`src/rtl/lcd_scan_pkg.sv`:
```
package lcd_scan_pkg;
    localparam int LVL_W = 3;

    typedef enum logic [LVL_W-1:0] {
        LVL_POS    = 3'd0,
        LVL_BIAS_A = 3'd1,
        LVL_BIAS_B = 3'd2,
        LVL_BIAS_C = 3'd3,
        LVL_BIAS_D = 3'd4,
        LVL_NEG    = 3'd5
    } lvl_e;
endpackage

```
`src/rtl/lcd_scan_timer.sv`:
```
module lcd_scan_timer #(
    parameter int ROWS       = 40,
    parameter int FRAME_CLKS = 3072,
    localparam int ROW_W     = $clog2(ROWS)
) (
    input  logic             clk,
    input  logic             rst_n,
    input  logic             hold,
    output logic [ROW_W-1:0] row_idx,
    output logic             frame_odd,
    output logic [ROW_W-1:0] fetch_row,
    output logic             load
);
    localparam int SHORT_DW  = FRAME_CLKS / ROWS;
    localparam int LONG_DW   = SHORT_DW + 1;
    localparam int LONG_ROWS = FRAME_CLKS % ROWS;
    localparam int DW_W      = $clog2(LONG_DW);

    localparam logic [DW_W-1:0]  LONG_M1  = DW_W'(LONG_DW - 1);
    localparam logic [DW_W-1:0]  SHORT_M1 = DW_W'(SHORT_DW - 1);
    localparam logic [ROW_W-1:0] LONG_LIM = ROW_W'(LONG_ROWS);
    localparam logic [ROW_W-1:0] LAST_ROW = ROW_W'(ROWS - 1);

    typedef struct packed {
        logic [DW_W-1:0]  dwell;
        logic [ROW_W-1:0] row;
        logic             odd;
        logic             prime;
    } scan_t;

    scan_t            st_d, st_q;
    logic             last;
    logic [DW_W-1:0]  len_m1;
    logic [ROW_W-1:0] next_row;

    always_comb begin
        st_d     = st_q;
        len_m1   = (st_q.row < LONG_LIM) ? LONG_M1 : SHORT_M1;
        last     = (st_q.dwell == len_m1);
        next_row = (st_q.row == LAST_ROW) ? '0 : st_q.row + 1'b1;
        load     = !hold && (st_q.prime || last);
        if (!hold) begin
            if (st_q.prime) begin
                st_d.prime = 1'b0;
            end else if (last) begin
                st_d.dwell = '0;
                st_d.row   = next_row;
                if (st_q.row == LAST_ROW) st_d.odd = ~st_q.odd;
            end else begin
                st_d.dwell = st_q.dwell + 1'b1;
            end
        end
    end

    always_ff @(posedge clk or negedge rst_n) begin
        if (!rst_n) st_q <= '{dwell: '0, row: '0, odd: 1'b0, prime: 1'b1};
        else        st_q <= st_d;
    end

    assign row_idx   = st_q.row;
    assign frame_odd = st_q.odd;
    assign fetch_row = last ? next_row : st_q.row;


    row_range_chk: assert property (@(posedge clk) disable iff (!rst_n)
        st_q.row < ROW_W'(ROWS));

    dwell_len_chk: assert property (@(posedge clk) disable iff (!rst_n)
        (st_q.row != $past(st_q.row)) |->
            ($past(st_q.dwell) == (($past(st_q.row) < LONG_LIM) ? LONG_M1 : SHORT_M1)));

    frame_flip_chk: assert property (@(posedge clk) disable iff (!rst_n)
        (st_q.odd != $past(st_q.odd)) |-> ($past(st_q.row) == LAST_ROW && st_q.row == '0));

    hold_freeze_chk: assert property (@(posedge clk) disable iff (!rst_n)
        hold |=> ($stable(st_q.row) && $stable(st_q.dwell) && $stable(st_q.odd)));
endmodule

```
`src/rtl/lcd_scan_latch.sv`:
```
module lcd_scan_latch #(
    parameter int COLS = 101
) (
    input  logic            clk,
    input  logic            rst_n,
    input  logic            load,
    input  logic [COLS-1:0] din,
    output logic [COLS-1:0] pix
);
    typedef struct packed {
        logic [COLS-1:0] bits;
    } pix_t;

    pix_t pix_d, pix_q;

    always_comb begin
        pix_d = pix_q;
        if (load) pix_d.bits = din;
    end

    always_ff @(posedge clk or negedge rst_n) begin
        if (!rst_n) pix_q <= '0;
        else        pix_q <= pix_d;
    end

    assign pix = pix_q.bits;
endmodule

```
`src/rtl/lcd_scan_levels.sv`:
```
module lcd_scan_levels
    import lcd_scan_pkg::*;
#(
    parameter int ROWS = 40,
    parameter int COLS = 101,
    localparam int ROW_W = $clog2(ROWS)
) (
    input  logic                  clk,
    input  logic                  rst_n,
    input  logic [ROW_W-1:0]      row_idx,
    input  logic                  odd,
    input  logic [COLS-1:0]       pix,
    input  logic                  show,
    input  logic                  fill,
    input  logic                  sleep,
    output logic [ROWS*LVL_W-1:0] row_lvl,
    output logic [COLS*LVL_W-1:0] col_lvl
);
    for (genvar r = 0; r < ROWS; r++) begin : g_row
        lvl_e code;
        always_comb begin
            if (sleep)                        code = LVL_POS;
            else if (row_idx == ROW_W'(r))    code = odd ? LVL_NEG : LVL_POS;
            else                              code = odd ? LVL_BIAS_B : LVL_BIAS_C;
        end
        assign row_lvl[r*LVL_W +: LVL_W] = code;
    end

    for (genvar c = 0; c < COLS; c++) begin : g_col
        lvl_e code;
        logic lit;
        assign lit = show ? (pix[c] ^ fill) : fill;
        always_comb begin
            if (sleep)     code = LVL_POS;
            else if (odd)  code = lit ? LVL_POS : LVL_BIAS_C;
            else           code = lit ? LVL_NEG : LVL_BIAS_B;
        end
        assign col_lvl[c*LVL_W +: LVL_W] = code;
    end

    int rail_rows;
    logic col_outer;
    always_comb begin
        rail_rows = 0;
        for (int r = 0; r < ROWS; r++)
            if (row_lvl[r*LVL_W +: LVL_W] == LVL_POS || row_lvl[r*LVL_W +: LVL_W] == LVL_NEG)
                rail_rows = rail_rows + 1;
        col_outer = 1'b0;
        for (int c = 0; c < COLS; c++)
            if (col_lvl[c*LVL_W +: LVL_W] == LVL_BIAS_A || col_lvl[c*LVL_W +: LVL_W] == LVL_BIAS_D)
                col_outer = 1'b1;
    end


    one_select_chk: assert property (@(posedge clk) disable iff (!rst_n)
        !sleep |-> rail_rows == 1);

    col_inner_chk: assert property (@(posedge clk) disable iff (!rst_n)
        !col_outer);

    sleep_rail_chk: assert property (@(posedge clk) disable iff (!rst_n)
        sleep |-> (row_lvl == '0 && col_lvl == '0));
endmodule

```
`src/rtl/lcd_scan_top.sv`:
```
module lcd_scan_top
    import lcd_scan_pkg::*;
#(
    parameter int ROWS       = 40,
    parameter int COLS       = 101,
    parameter int FRAME_CLKS = 3072,
    localparam int ROW_W     = $clog2(ROWS)
) (
    input  logic                  clk,
    input  logic                  rst_n,
    input  logic                  ctl_show,
    input  logic                  ctl_fill,
    input  logic                  ctl_sleep,
    input  logic [COLS-1:0]       row_data,
    output logic [ROW_W-1:0]      fetch_row,
    output logic [ROW_W-1:0]      row_idx,
    output logic                  frame_odd,
    output logic [ROWS*LVL_W-1:0] row_lvl,
    output logic [COLS*LVL_W-1:0] col_lvl
);
    logic            load;
    logic [COLS-1:0] pix;

    lcd_scan_timer #(.ROWS(ROWS), .FRAME_CLKS(FRAME_CLKS)) i_timer (
        .clk(clk), .rst_n(rst_n), .hold(ctl_sleep),
        .row_idx(row_idx), .frame_odd(frame_odd),
        .fetch_row(fetch_row), .load(load)
    );

    lcd_scan_latch #(.COLS(COLS)) i_latch (
        .clk(clk), .rst_n(rst_n), .load(load), .din(row_data), .pix(pix)
    );

    lcd_scan_levels #(.ROWS(ROWS), .COLS(COLS)) i_levels (
        .clk(clk), .rst_n(rst_n), .row_idx(row_idx), .odd(frame_odd),
        .pix(pix), .show(ctl_show), .fill(ctl_fill), .sleep(ctl_sleep),
        .row_lvl(row_lvl), .col_lvl(col_lvl)
    );


    pix_at_fetch_chk: assert property (@(posedge clk) disable iff (!rst_n)
        (pix != $past(pix)) |-> $past(load));
endmodule

```
`config.mk`:
```
export PLATFORM = sky130hd
export DESIGN_NAME = lcd_scan_top
export DESIGN_NICKNAME = d
export VERILOG_FILES = /design/src/rtl/lcd_scan_pkg.sv /design/src/rtl/lcd_scan_timer.sv /design/src/rtl/lcd_scan_latch.sv /design/src/rtl/lcd_scan_levels.sv /design/src/rtl/lcd_scan_top.sv
export SDC_FILE = /design/constraint.sdc
export NUM_CORES = 1
export LEC_CHECK = 0
export ABC_AREA = 1
export CORE_AREA = 4 4 211 213
export CTS_BUF_LIST = sky130_fd_sc_hd__clkbuf_8
export CTS_CLUSTER_DIAMETER = 40
export DETAILED_ROUTE_END_ITERATION = 16
export DIE_AREA = 0 0 215 217
export PLACE_DENSITY = 0.74
export SYNTH_ARGS = -nofsm -noshare
export SYNTH_HDL_FRONTEND = slang
export SYNTH_SLANG_ARGS = --single-unit
```
`constraint.sdc`:
```
create_clock -name clk -period 9.3 [get_ports clk]
set_input_delay 0.93 -clock clk [delete_from_list [all_inputs] [get_ports clk]]
set_output_delay 0.93 -clock clk [all_outputs]
set_load 0.1 [all_outputs]
```
# After elaboration in Yosys (flattened, before gate mapping)
# Index checks and enable logic that the tools add are counted.
# totals
ff_bits	116
out_inout_bits	436
inputBits	106
elab_cells	750
# classes
eq_ne	40
n_mux	591
n_bitwise	104
order_cmp	1
addsub	2
n_reduce_logical	7
# op_table
op	count
$mux 3	385
$mux 2	101
$mux 1	102
$xor 1x1->1	101
$eq 6x5->1 const B	16
$eq 6x4->1 const B	8
$eq 6x6->1 const B	8
$eq 6x3->1 const B	4
$eq 6x2->1 const B	2
$mux 6	2
$add 7x1->7 const B	1
$eq 7x7->1	1
$mux 7	1
$add 6x1->6 const B	1
$eq 6x1->1 const B	1
$logic_not 6->1	1
$lt 6x6->1 const B	1
$reduce_and 4->1	1
$not 1->1	3
$reduce_and 3->1	1
$reduce_and 2->1	1
$logic_and 1x1->1	1
$logic_not 1->1	1
$logic_or 1x1->1	1

# Depth between registers and ports, before layout
# Gate-level depths: netlist of the first run.
# logic_depth
word_depth	5
depth_mapped	11
mapped_depth_nobuf	9

# By module
# From an unflattened synthesis of the first run, not the netlist that was laid out.
# unflattened
hier_cells	2532
hier_area_um2	15631.2
# modules_own_cells
mod	area_each_um2	seq_area_each_um2	instances	cells_per_inst
lcd_scan_levels	10628.9	0.0	1	1945
lcd_scan_latch	3862.5	2527.4	1	427
lcd_scan_timer	1139.8	376.6	1	160

# Worst setup path before layout of the first run
# No wires, ideal clock.
# synth_timing
path_type	reg2out
from	register i_timer.st_q (netlist bit i_timer.frame_odd)
to	output col_lvl[0]
arrival_time_ps	11307
setup_slack_ps	-2937
stages_incl_launch_ff	5
path_buffers	0
required_time_ps	8370
cell_sequence	dfrtp_1 > inv_1 > ha_1 > inv_1 > nor2_1
# synth_between
elab_chain_cells	2
# synth_lines
element	line	text
from (decl)	lcd_scan_timer.sv:31	scan_t st_d, st_q;
from (signal assigned)	lcd_scan_timer.sv:56	if (!rst_n) st_q <= '{dwell: '0, row: '0, odd: 1'b0, prime: 1'b1};
from (signal assigned)	lcd_scan_timer.sv:57	else st_q <= st_d;
$mux 3	lcd_scan_levels.sv:35	else if (odd) code = lit ? LVL_POS : LVL_BIAS_C;
$mux 3	lcd_scan_levels.sv:34	if (sleep) code = LVL_POS;
to (decl)	lcd_scan_top.sv:19	output logic [COLS*LVL_W-1:0] col_lvl
# No other way between the ends.

# Worst setup path in the final report of the first run
# layout_timing
from	input ctl_fill
to	output col_lvl[105]
# layout_between
elab_chain_cells	5
word_cells_on_any_way	6
classes_between	mux (5); bitwise (1)
# layout_lines
element	line	text
from (decl)	lcd_scan_top.sv:12	input logic ctl_fill,
$xor 1x1->1	lcd_scan_levels.sv:32	assign lit = show ? (pix[c] ^ fill) : fill;
$mux 1 *	lcd_scan_levels.sv:32	
$mux 3 or $mux 2 (tied branches)	lcd_scan_levels.sv:36, lcd_scan_levels.sv:35	
$mux 3 *	lcd_scan_levels.sv:35	
$mux 3 *	lcd_scan_levels.sv:34	
# Mark *: on every way between the ends. The rest lies on a longest branch, timed or not.

==> results of run 1 <==
-- registers in the layout, summed over array words and instances, names as in the netlist --
name	count
i_timer.st_q	8
i_timer.frame_odd	1
i_timer.row_idx	6
i_latch.pix	101
-- cell families (layout without fill, tap and decap cells) --
| kind of cell | count (synthesis) | in the layout | synth area share [%] |
|---|---|---|---|
| other | 0 | 1 | 0 |
| flip-flops | 116 | 116 | 19.1 |
| adder cells (fa/ha/maj) | 347 | 347 | 28.6 |
| XOR/XNOR | 3 | 3 | 0.173 |
| AND/OR/NAND/NOR | 1456 | 1456 | 37.2 |
| buffers and inverters | 517 | 965 | 14.2 |
| AO/OA/AOI/OAI | 23 | 23 | 0.758 |
-- through the flow --
step / setup slack [ps] / cells
2_1_floorplan: 148 / 2462
3_3_place_gp: 3580 / 3424
3_5_place_dp: 3560 / 3424
4_1_cts: 3550 / 3456
5_1_grt: 3310 / 3457
6_report: 3660 / 3457
-- how the worst max path moves through the flow --
| stage | to | start | cells past startpoint | slack [ps] |
|---|---|---|---|---|
| 2_1_floorplan | col_lvl[0] | i_timer.frame_odd | 4 | 150 |
| 4_1_cts | col_lvl[252] | ctl_fill | 10 | 3550 |
| 3_5_place_dp | col_lvl[232] | ctl_fill | 10 | 3560 |
| 3_3_place_gp | col_lvl[232] | ctl_fill | 10 | 3580 |
| 6_report | col_lvl[105] | ctl_fill | 10 | 3660 |
| 5_1_grt | col_lvl[232] | ctl_fill | 10 | 3310 |
-- worst reg2reg max path: cells and delay by family, from the launching register on --
kind / cells / cell delay, ps
AND/OR/NAND/NOR: 6 / 1370
buffers and inverters: 2 / 870
flip-flops: 1 / 470
-- metal layers --
layer  global-route usage (%)  vias to the layer above
met4                     4.34                        0
met2                     35.8                      344
li1                         -                     8073
met1                     27.6                     6914
met3                     4.22                       43
met5                        0                        -
-- synth_stat cells, types with 8 or more instances --
cell type    n
buf_2       39
buf_4        9
buf_6       18
clkbuf_1    69
dfrtp_1    115
ha_1       347
inv_1      378
nand2_1    456
nand3_1    108
nor2_1     874
nor3_1       8
o21ai_0     18
-- report_power, final --
part	internal (mW)	switching [mW]	leakage, nW
registers	0.547	0.0393	1.59
clock network	0.278	0.231	0.205
logic	0.383	1.27	9.60
-- area by class of cell --
class                      instances  area (um^2)  share of cell area, %
multi-input combinational       1829        10200                   48.1
timing repair buffer             554         5530                   26.2
sequential                       116         2910                   13.8
inverter                         379         1430                   6.78
tap                              546          683                   3.23
clock buffer                      19          262                   1.24
clock inverter                    13          156                  0.740
antenna                            1         2.50                 0.0118
-- placed cells by master (no fill, tap or decap), types with 2 or more instances in the layout --
| master | Yosys | final |
|---|---|---|
| o21ai_0 | 18 | 18 |
| buf_6 | 18 | 2 |
| clkdlybuf4s50_1 | 0 | 536 |
| nand4_1 | 3 | 3 |
| ha_1 | 347 | 347 |
| a21oi_1 | 4 | 4 |
| xor2_1 | 3 | 3 |
| nor2_1 | 874 | 873 |
| nor2_2 | 3 | 3 |
| clkinv_2 | 0 | 3 |
| nand2_4 | 0 | 2 |
| buf_4 | 9 | 14 |
| clkbuf_8 | 0 | 19 |
| bufinv_16 | 0 | 3 |
| clkinvlp_4 | 0 | 4 |
| nor3_1 | 8 | 8 |
| nand2_1 | 456 | 455 |
| inv_1 | 378 | 378 |
| nand3_1 | 108 | 108 |
| dfrtp_1 | 115 | 114 |
==> impl_metrics.json, run 1 <==
{
  "status": "finished clean",
  "finalHoldViolCount": 0,
  "synth.avg_cell_area_um2": 6.17,
  "antenna_found_initial": 1,
  "ys_seq_elements": 116,
  "core-area_um2": 42700,
  "r2r_start": "i_timer.row_idx[5]",
  "setup_tns_ps": 0,
  "power_leakage_nw": 11.4,
  "seq_area_frac_synth_pct": 19.1,
  "clk_latency_ps": 450,
  "tightest_slew_ps": 1090,
  "grt_pass1_vias": 14100,
  "netlist_instances": 2462,
  "dpl_cell_area_um2": 20700,
  "clock-sinks": 116,
  "finalCriticalPeriod_ps": 5640,
  "reg2reg_to": "i_latch.pix[84]",
  "cp-start-kind": "input port",
  "postCtsSetupRepairBufs": 0,
  "finClkSkew_ps": 22.5,
  "post-route-util_pct": 49.5,
  "drt_wl_total_um": 50600,
  "met1_length_um": 22900,
  "synth_edf_count": 0,
  "final_max_slew_viol_count": 0,
  "initial_utilization_pct": 35.6,
  "drt_iter0_markers": 941,
  "worstPathArrival_ps": 4710,
  "crit_family": "buffers and inverters",
  "cts-hold-fix-buffers": 0,
  "cts-root-buf": "clkbuf_8",
  "route.met2.wl_um": 24300,
  "cts_buffers": 17,
  "synth.area.top_cells": "ha_1 29%, nor2_1 22%, dfrtp_1 19%, nand2_1 11%, inv_1 9.3%",
  "vias": 15400,
  "clk_pin_slew_ps": 70,
  "synth_ff_type": "dfrtp_1",
  "ff2ff_setup_slack_ps": 6510,
  "cts_tree": "done",
  "slew_headroom_pct": 27.1,
  "gp_congestion": 0.926,
  "drc_errors": 0,
  "synth-async-reset-ratio_pct": 100,
  "synth.distinct_cells": 24,
  "top_layer": "met4",
  "grt.overflow.total": 0,
  "h-tree-depth": 4,
  "portBuffers": 541,
  "dr.pass1.iters": 5,
  "syn_nets": 2915,
  "grt_pass1_wl_um": 79200,
  "ys_warn_count": 0,
  "fin_nets": 3350,
  "area_delta_synth_final_pct": 39.0,
  "hp-class": "input port to async pin",
  "critPathMaxStageDelay_ps": 1150,
  "critPathCaptureType": "output pin",
  "synth_area_um2": 15200,
  "ant_nets": 0,
  "die_area_um2": 46700,
  "track_usage_pct": 20.9,
  "crit_required_ps": 8370,
  "crit_chain": "buf_6 > inv_1 > nor2_4 > buf_4 > buf_4 > nor2_1 > ha_1 > inv_1 > nor2_1 > clkdlybuf4s50_1",
  "max_clock_freq_mhz": 177,
  "criticalPathCategory": "input port to output pin",
  "synth_top_area_share_pct": 28.6,
  "setup_violations": 0,
  "hold-worst-slack_ps": 441,
  "placementRows": 76,
  "die_h_um": 217,
  "die_w_um": 215,
  "stdcell_area_um2": 21100,
  "layout-drive-gt1-share_pct": 2.06,
  "clock_path_buffers": 2,
  "cp_num_buf_inv": 6,
  "routed_via_density": 4.45,
  "cap_violations": 0,
  "met3_length_um": 2500,
  "timing.final.crit_share_pct": 60.6,
  "grt_setup_unrepaired": "no",
  "io_pins": 542,
  "cp_slowest_cell": "clkdlybuf4s50_1",
  "ir_drop_mv": 0.0939,
  "post_cts_resized": 0,
  "nFillCells": 4298,
  "post_drt_wl_per_cell_um": 14.6,
  "r2r_cells": 8,
  "cp_max_fo": 108,
  "synth_top_area_cell": "ha_1",
  "grt_max_degree": 231,
  "power_mw": 2.75,
  "hpwlAfterDp_um": 37100,
  "powerDensity_nw_per_um2": 130
}
(Power assumes the default switching activity.)
==> run 2: changes to the inputs <==
CORE_AREA = 4 4 206 208   (was 4 4 211 213)
DIE_AREA = 0 0 210 212   (was 0 0 215 217)
PLACE_DENSITY = 0.75   (was 0.74)
clock period = 5.48 ns   (was 9.3 ns; I/O delays follow)
==> run 2 against run 1 <==
  * Via count up 4.7%
  * Combinational power up 87%
  * Clock power increased by 88%
  * Critical endpoint is now col_lvl[37]
  * Sequential power grew 70%
  * Routed wire length is 3.3% higher
  * Core utilization grew 8.5 points
  * Sequential cell count stayed put
  * Critical path type is now register to output pin
  * Largest power group unchanged
  * Clock skew decreased by 4.1 ps
==> impl_metrics.json, run 2 (synthesis gave the netlist of run 1 again) <==
{
  "status": "finished clean",
  "layout-drive-gt1-share_pct": 20.3,
  "max_clock_freq_mhz": 244,
  "postCtsSetupRepairBufs": 0,
  "drc_errors": 0,
  "gp_congestion": 0.908,
  "clk_pin_slew_ps": 90,
  "powerDensity_nw_per_um2": 215,
  "die_area_um2": 44500,
  "drt_wl_total_um": 52300,
  "core-area_um2": 40600,
  "cap_violations": 0,
  "preCtsSetupSlack_ps": 1420,
  "internal_power_mw": 2.22,
  "cts_tree": "done",
  "finalWorstSetupSlack_ps": 1380,
  "post_drt_wl_per_cell_um": 15.1,
  "dp.cells": 3420,
  "grt_max_degree": 113,
  "finalHoldViolCount": 0,
  "fin_nets": 3360,
  "grt.overflow.total": 0,
  "slew_headroom_pct": 22.6,
  "timing.final.crit_share_pct": 74.7,
  "netSwitchingFraction_pct": 56.1,
  "h-tree-depth": 4,
  "track_usage_pct": 22.8,
  "finClkSkew_ps": 18.4,
  "mostFrequentLayoutCells": "469 x nor2_1, 455 x nand2_1, 416 x clkdlybuf4s50_1, 379 x inv_1, 347 x ha_1",
  "critPathCaptureType": "output pin",
  "hp-class": "input port to async pin",
  "cts-hold-fix-buffers": 0,
  "final_max_slew_viol_count": 0,
  "area_delta_synth_final_pct": 54.9,
  "grt_pass1_wl_um": 83300,
  "cp-start-kind": "register",
  "power.share.clock_pct": 18.9,
  "post_cts_resized": 0,
  "final_cells": 3458,
  "setup_violations": 0,
  "criticalPathCategory": "register to output pin",
  "hpwlAfterDp_um": 39700,
  "grt_pass1_vias": 15600,
  "clock_path_buffers": 2,
  "finalCriticalPeriod_ps": 4100,
  "portBuffers": 541,
  "placementRows": 74,
  "clk_latency_ps": 440,
  "cts_buffers": 17,
  "initial_utilization_pct": 37.5,
  "tightest_slew_ps": 1160,
  "power_mw": 5.06,
  "cp_max_fo": 60,
  "p_seq_share_pct": 19.7,
  "drt_iter0_markers": 892,
  "switching_power_mw": 2.84,
  "antenna_found_initial": 5,
  "ant_nets": 0,
  "setup_tns_ps": 0,
  "ir_drop_mv": 0.142,
  "final_common_cell": "nor2_1",
  "dr.pass1.iters": 5,
  "die_w_um": 210,
  "clock-sinks": 116,
  "die_h_um": 212,
  "crit_required_ps": 4930,
  "cts-root-buf": "clkbuf_8",
  "combPwrFrac_pct": 61.4,
  "vias": 16100,
  "io_pins": 542,
  "grt_setup_unrepaired": "no",
  "power_leakage_nw": 12.0,
  "routed_via_density": 4.66,
  "largest_reg_flops": 101,
  "worstPathArrival_ps": 3550,
  "nFillCells": 3677
}
run 2: critical path, stage by stage, from the launching register on:
cell and delay [ps]:
dfrtp_4 440, clkinvlp_4 690, buf_12 480, ha_1 240
nor2_2 130, nor2_4 60, clkdlybuf4s50_1 1010
run 2: path summary, 6_finish.rpt:
path                                    start         endpoint  slack (ps)  cells after the start
max                         i_timer.frame_odd      col_lvl[37]        1380                      6
min                                     rst_n  i_latch.pix[95]         180                      1
max reg2reg                i_timer.row_idx[5]  i_latch.pix[70]        2900                      7
min reg2reg                   i_timer.st_q[0]  i_timer.st_q[0]         460                      2
max in group asynchronous               rst_n  i_latch.pix[25]        3980                      2
min in group clk              i_timer.st_q[0]  i_timer.st_q[0]         460                      2
run 2: power by group through the flow:
stage	combinational (mW)	clock [mW]	sequential [mW]
floorplan	2.53	0	0.994
global placement	3.09	0	1.01
detailed placement	3.13	0	1.01
CTS	3.13	0.990	0.996
global route	3.29	1.02	1.01
finish	3.11	0.955	0.998
run 2: stage by stage:
step | utilization, % | instance area, um^2 | hold WS, ps
2_1_floorplan | - | 17700 | 252
3_3_place_gp | 56.8 | 23100 | 450
6_report | 58.0 | 23500 | 182
4_1_cts | 58.0 | 23500 | 195
3_5_place_dp | 56.8 | 23100 | 452
5_1_grt | 58.0 | 23500 | 231
run 2: layer usage:
| metal | vias up | share of wire [%] | global-route usage [%] |
|---|---|---|---|
| met5 | - | 0.031 | 0 |
| met4 | 2 | 2.6 | 6.41 |
| met3 | 71 | 5.5 | 4.91 |
| met2 | 401 | 50 | 40.1 |
| met1 | 7501 | 42 | 28.1 |
| li1 | 8126 | - | - |
run 2: area by class of cell:
cell class	count	area [um^2]	area share, %
Clock buffer	18	248	1.05
Inverter	379	1430	6.07
Tap cell	532	666	2.83
Antenna cell	6	15.0	0.0638
Multi-Input combinational cell	1829	12700	53.9
Timing Repair Buffer	564	5370	22.8
Sequential cell	116	2910	12.4
Clock inverter	14	211	0.899
